$ cat src/rtl/dps_pkg.sv
package dps_pkg;
  localparam int NUM_STAGES = 4;

  typedef enum int {
    STG_PCLK = 0,
    STG_SYNC = 1,
    STG_DISP = 2,
    STG_BKL  = 3
  } stage_e;

  // stage that must be on before stage k may turn on (-1: none)
  function automatic int up_prereq(input int k);
    case (k)
      STG_SYNC: return STG_PCLK;
      STG_DISP: return STG_SYNC;
      STG_BKL:  return STG_DISP;
      default:  return -1;
    endcase
  endfunction

  // stage that must be off before stage k may turn off (-1: none)
  function automatic int dn_prereq(input int k);
    case (k)
      STG_SYNC: return STG_DISP;
      STG_PCLK: return STG_SYNC;
      STG_BKL:  return STG_PCLK;
      default:  return -1;
    endcase
  endfunction
endpackage

$ cat src/rtl/dps_gate.sv
module dps_gate
  import dps_pkg::*;
#(
  parameter int N = NUM_STAGES
) (
  input  logic [N-1:0] status_i,
  output logic [N-1:0] up_ok_o,
  output logic [N-1:0] dn_ok_o
);
  for (genvar k = 0; k < N; k++) begin : g_gate
    localparam int UP = up_prereq(k);
    localparam int DN = dn_prereq(k);
    if (UP < 0) begin : g_up_free
      assign up_ok_o[k] = 1'b1;
    end else begin : g_up_dep
      assign up_ok_o[k] = status_i[UP];
    end
    if (DN < 0) begin : g_dn_free
      assign dn_ok_o[k] = 1'b1;
    end else begin : g_dn_dep
      assign dn_ok_o[k] = ~status_i[DN];
    end
  end
endmodule

$ cat src/rtl/dps_stage.sv
module dps_stage #(
  parameter int ACK_CNT = 2
) (
  input  logic clk_i,
  input  logic rst_ni,
  input  logic set_i,
  input  logic clr_i,
  input  logic ack_i,
  input  logic up_ok_i,
  input  logic dn_ok_i,
  output logic en_o,
  output logic status_o
);
  localparam int CW = (ACK_CNT > 1) ? $clog2(ACK_CNT) : 1;
  localparam logic [CW-1:0] CNT_LAST = CW'(ACK_CNT - 1);

  logic          target_q;
  logic [CW-1:0] cnt_q;
  logic          settled;

  assign settled = (en_o == status_o);

  // off request wins over on request
  always_ff @(posedge clk_i or negedge rst_ni) begin
    if (!rst_ni)    target_q <= 1'b0;
    else if (clr_i) target_q <= 1'b0;
    else if (set_i) target_q <= 1'b1;
  end

  always_ff @(posedge clk_i or negedge rst_ni) begin
    if (!rst_ni) begin
      en_o <= 1'b0;
    end else if (settled) begin
      if (target_q && !en_o && up_ok_i)      en_o <= 1'b1;
      else if (!target_q && en_o && dn_ok_i) en_o <= 1'b0;
    end
  end

  always_ff @(posedge clk_i or negedge rst_ni) begin
    if (!rst_ni) begin
      cnt_q    <= '0;
      status_o <= 1'b0;
    end else if (settled) begin
      cnt_q <= '0;
    end else if (ack_i) begin
      if (cnt_q == CNT_LAST) begin
        cnt_q    <= '0;
        status_o <= en_o;
      end else begin
        cnt_q <= cnt_q + 1'b1;
      end
    end
  end
endmodule

$ cat src/rtl/dps_seq.sv
module dps_seq
  import dps_pkg::*;
#(
  parameter int ACK_CNT = 2
) (
  input  logic                  clk_i,
  input  logic                  rst_ni,
  input  logic [NUM_STAGES-1:0] en_set_i,
  input  logic [NUM_STAGES-1:0] dis_set_i,
  input  logic [NUM_STAGES-1:0] ack_i,
  output logic [NUM_STAGES-1:0] en_o,
  output logic [NUM_STAGES-1:0] status_o
);
  logic [NUM_STAGES-1:0] up_ok;
  logic [NUM_STAGES-1:0] dn_ok;

  dps_gate #(.N(NUM_STAGES)) u_gate (
    .status_i (status_o),
    .up_ok_o  (up_ok),
    .dn_ok_o  (dn_ok)
  );

  for (genvar k = 0; k < NUM_STAGES; k++) begin : g_stage
    dps_stage #(.ACK_CNT(ACK_CNT)) u_stage (
      .clk_i    (clk_i),
      .rst_ni   (rst_ni),
      .set_i    (en_set_i[k]),
      .clr_i    (dis_set_i[k]),
      .ack_i    (ack_i[k]),
      .up_ok_i  (up_ok[k]),
      .dn_ok_i  (dn_ok[k]),
      .en_o     (en_o[k]),
      .status_o (status_o[k])
    );
  end
endmodule

$ cat config.mk
export PLATFORM = sky130hd
export DESIGN_NAME = dps_seq
export DESIGN_NICKNAME = d
export VERILOG_FILES = /design/src/rtl/dps_pkg.sv /design/src/rtl/dps_gate.sv /design/src/rtl/dps_stage.sv /design/src/rtl/dps_seq.sv
export SDC_FILE = /design/constraint.sdc
export NUM_CORES = 1
export LEC_CHECK = 0
export CAP_MARGIN = 20
export CORE_MARGIN = 8
export CORE_UTILIZATION = 50
export CTS_BUF_LIST = sky130_fd_sc_hd__clkbuf_8
export DETAILED_ROUTE_END_ITERATION = 12
export PLACE_DENSITY = 0.92
export REMOVE_ABC_BUFFERS = 1
export SLEW_MARGIN = 30
export SYNTH_ARGS = -nofsm -noshare
export SYNTH_HDL_FRONTEND = slang
export SYNTH_SLANG_ARGS = --single-unit
$ cat constraint.sdc
create_clock -name clk_i -period 1.6 [get_ports clk_i]
set_input_delay 0.32 -clock clk_i [delete_from_list [all_inputs] [get_ports clk_i]]
set_output_delay 0.32 -clock clk_i [all_outputs]
set_load 0.01 [all_outputs]
==> impl_metrics.yaml <==
worst_setup_path:
  cp_cell_sequence: "clkdlybuf4s50_1"
  crit_required_ns: 1.28
  r2r_start: "g_stage[2].u_stage.cnt_q$_DFFE_PN0P_"
  max_stage_delay_ns: 0.58
  end_kind: "output pin"
  r2r_end: "g_stage[2].u_stage.status_o$_DFFE_PN0P_"
  cp.arrival_ns: 1.26
  path_delay_family: "buffers and inverters"
  slowest_stage: "clkdlybuf4s50_1"
  worstPathMaxFanout: 5
  path_class: "flip-flop to output pin"
  path_buf_inv: 1
  startpoint_type: "flip-flop"
  reg2regPathDepth: 2
  reg2reg_slack_ns: 0.69
detailed_routing:
  postRouteAntennaNets: 0
  wl_per_cell_um: 15.43
  drtIter0Drc: 7
  route.detailed.drc: 0
  vias: 513
  routed_wl_mm: 1.497
  first_pass_iters: 4
  via_per_inst: 5.289
cts:
  cts_tree: "done"
  h-tree-depth: 1
  clock_latency_ns: 0.24
  root_buffer: "clkbuf_8"
  cts_made_buffers: 3
  ctsLongestPathBuffers: 2
  clk_transition_reported_paths_ns: 0.06
  cts_sinks: 16
  hold_buffers: 0
timing:
  finalCritPeriodShare_pct: 98.57
  slew_viol_final: 0
  slew_headroom_pct: 86.30
  hold_viol: 0
  tightest_slew_ns: 0.2034
  setup_viol: 0
  clock_skew_ns: 0.001869
  fin_crit_ns: 1.577
  fmax_mhz: 634.1
synthesis:
  netlist_area_um2: 708.2
  syn_avg_cell_area_um2: 11.07
  ys_types: 8
  synth_seq_cells: 16
  netlist_instances: 64
  synth-seq-area-share_pct: 56.54
  yosys_warnings: 0
layout:
  num_antenna_cells: 0
  num-fill-cells: 93
  layout-drive-gt1-share_pct: 17.07
  fin_cells: 97
  fin_nets: 97
  fin_util_pct: 71.79
  areaGrowthSynthToFinish_pct: 33.57
floorplanning:
  core_um2: 1318
  row_count: 13
  die_w_um: 53.64
  io_pins: 22
  die_area_um2: 2877
  die_h_um: 53.64
  start_util_pct: 53.75
global_route:
  grt_usage_pct: 12.18
  grt_first_pass_wirelength_mm: 2.573
  grt_pass1_vias: 566
  grt-ovfl-total: 0
  antenna_found_initial: 0
  grt_max_degree: 17
pwr:
  leakagePower_nw: 0.4027
  irDropWorstVdd_v: 0.001385
  power.density_nw_per_um2: 1876
placement:
  place.gp.congestion: 0.7560
  placed_cells: 93
  numPortBuffers: 21
  hpwl_mm: 1.077
flow_run:
  cap_violations: 0
status:
  status: "finished, final reports clean"
worst_hold_path:
  hp-class: "input port to async pin"
repair_timing:
action | 4_1_cts | 5_1_grt
pin swaps | 0 | 0
resized for setup | 2 | 3
setup buffers | 0 | 0
endpoints found under the setup margin | 2 | 3
per-layer routing:
layer,global-route usage [%],vias up,wire length [µm]
met4,5.462,0,32
met1,13.98,255,594
met5,0,-,0
met3,5.785,2,128
li1,-,233,-
met2,18.95,23,741
registers in the layout (all words and copies together), names as in the netlist:
register and count:
g_stage.u_stage.status_o 4, g_stage.u_stage.cnt_q 4, g_stage.u_stage.target_q 4, g_stage.u_stage.en_o 4
cell usage after synthesis, drive strengths merged:
cell	instances	share of area, %
nand2	5	2.7
nor2	13	6.9
dfrtp	16	57
xnor2	8	9.9
mux2	4	8.5
buf	8	8.5
o21ai	6	4.2
a21oi	4	2.8
cell usage in the layout (no fill, tap or decap):
cell,count
dfrtp_2,5
a21oi_1,4
clkbuf_8,4
mux2_4,4
o21ai_0,6
xnor2_1,8
nor2_1,13
buf_4,1
nand2_1,5
clkdlybuf4s50_1,21
dfrtp_1,11
worst max path at each step:
| stage | start | slack (ns) | to | depth (start not counted) |
|---|---|---|---|---|
| 2_1_floorplan | g_stage[0].u_stage.cnt_q$_DFFE_PN0P_ | 0.74 | g_stage[0].u_stage.status_o$_DFFE_PN0P_ | 2 |
| 3_3_place_gp | g_stage[0].u_stage.status_o$_DFFE_PN0P_ | 0.28 | status_o[0] | 1 |
| 3_5_place_dp | g_stage[2].u_stage.status_o$_DFFE_PN0P_ | 0.27 | status_o[2] | 1 |
| 4_1_cts | g_stage[1].u_stage.status_o$_DFFE_PN0P_ | 0.002 | status_o[1] | 1 |
| 5_1_grt | g_stage[2].u_stage.en_o$_DFFE_PN0P_ | -0.001 | en_o[2] | 1 |
| 6_report | g_stage[2].u_stage.en_o$_DFFE_PN0P_ | 0.02 | en_o[2] | 1 |
power by group:
group | total [mW] | leakage (nW) | switching (mW) | internal [mW]
registers | 0.767 | 0.192 | 0.197 | 0.570
clock network | 0.351 | 0.0288 | 0.133 | 0.218
logic | 0.656 | 0.182 | 0.235 | 0.421
total | 1.77 | 0.403 | 0.565 | 1.21
layout make-up:
cell class                      count  area, µm²  area share, %
Clock buffer                        4      55.05          5.820
Multi-Input combinational cell     40      247.7          26.19
Sequential cell                    16      406.6          42.99
Tap cell                           15      18.77          1.984
Timing Repair Buffer               22      217.7          23.02
worst reg2reg max path: stages, from the launching register on:
cell,delay (ns)
dfrtp_1,0.41
nand2_1,0.10
mux2_4,0.29
metrics by stage:
stage | total power [mW] | instance area, µm² | setup TNS (ns) | setup slack, ns | hold WS [ns]
after floorplan | 1.071 | 648.1 | 0 | 0.7448 | 0.02441
after global placement | 1.365 | 884.6 | 0 | 0.2786 | 0.4969
after detailed placement | 1.408 | 884.6 | 0 | 0.2691 | 0.5179
after CTS | 1.776 | 942.2 | 0 | 0.001745 | 0.3963
after global routing | 1.884 | 945.9 | -0.001393 | -0.001393 | 0.4013
final | 1.774 | 945.9 | 0 | 0.02289 | 0.3856
logic make-up after synthesis:
kind of cell | synth area share, %
compound gates | 7.067
buf+inv | 8.481
mux | 8.481
flops | 56.54
simple gates | 9.541
xor+xnor | 9.894
Note: power is estimated with default switching activity, not from simulation.
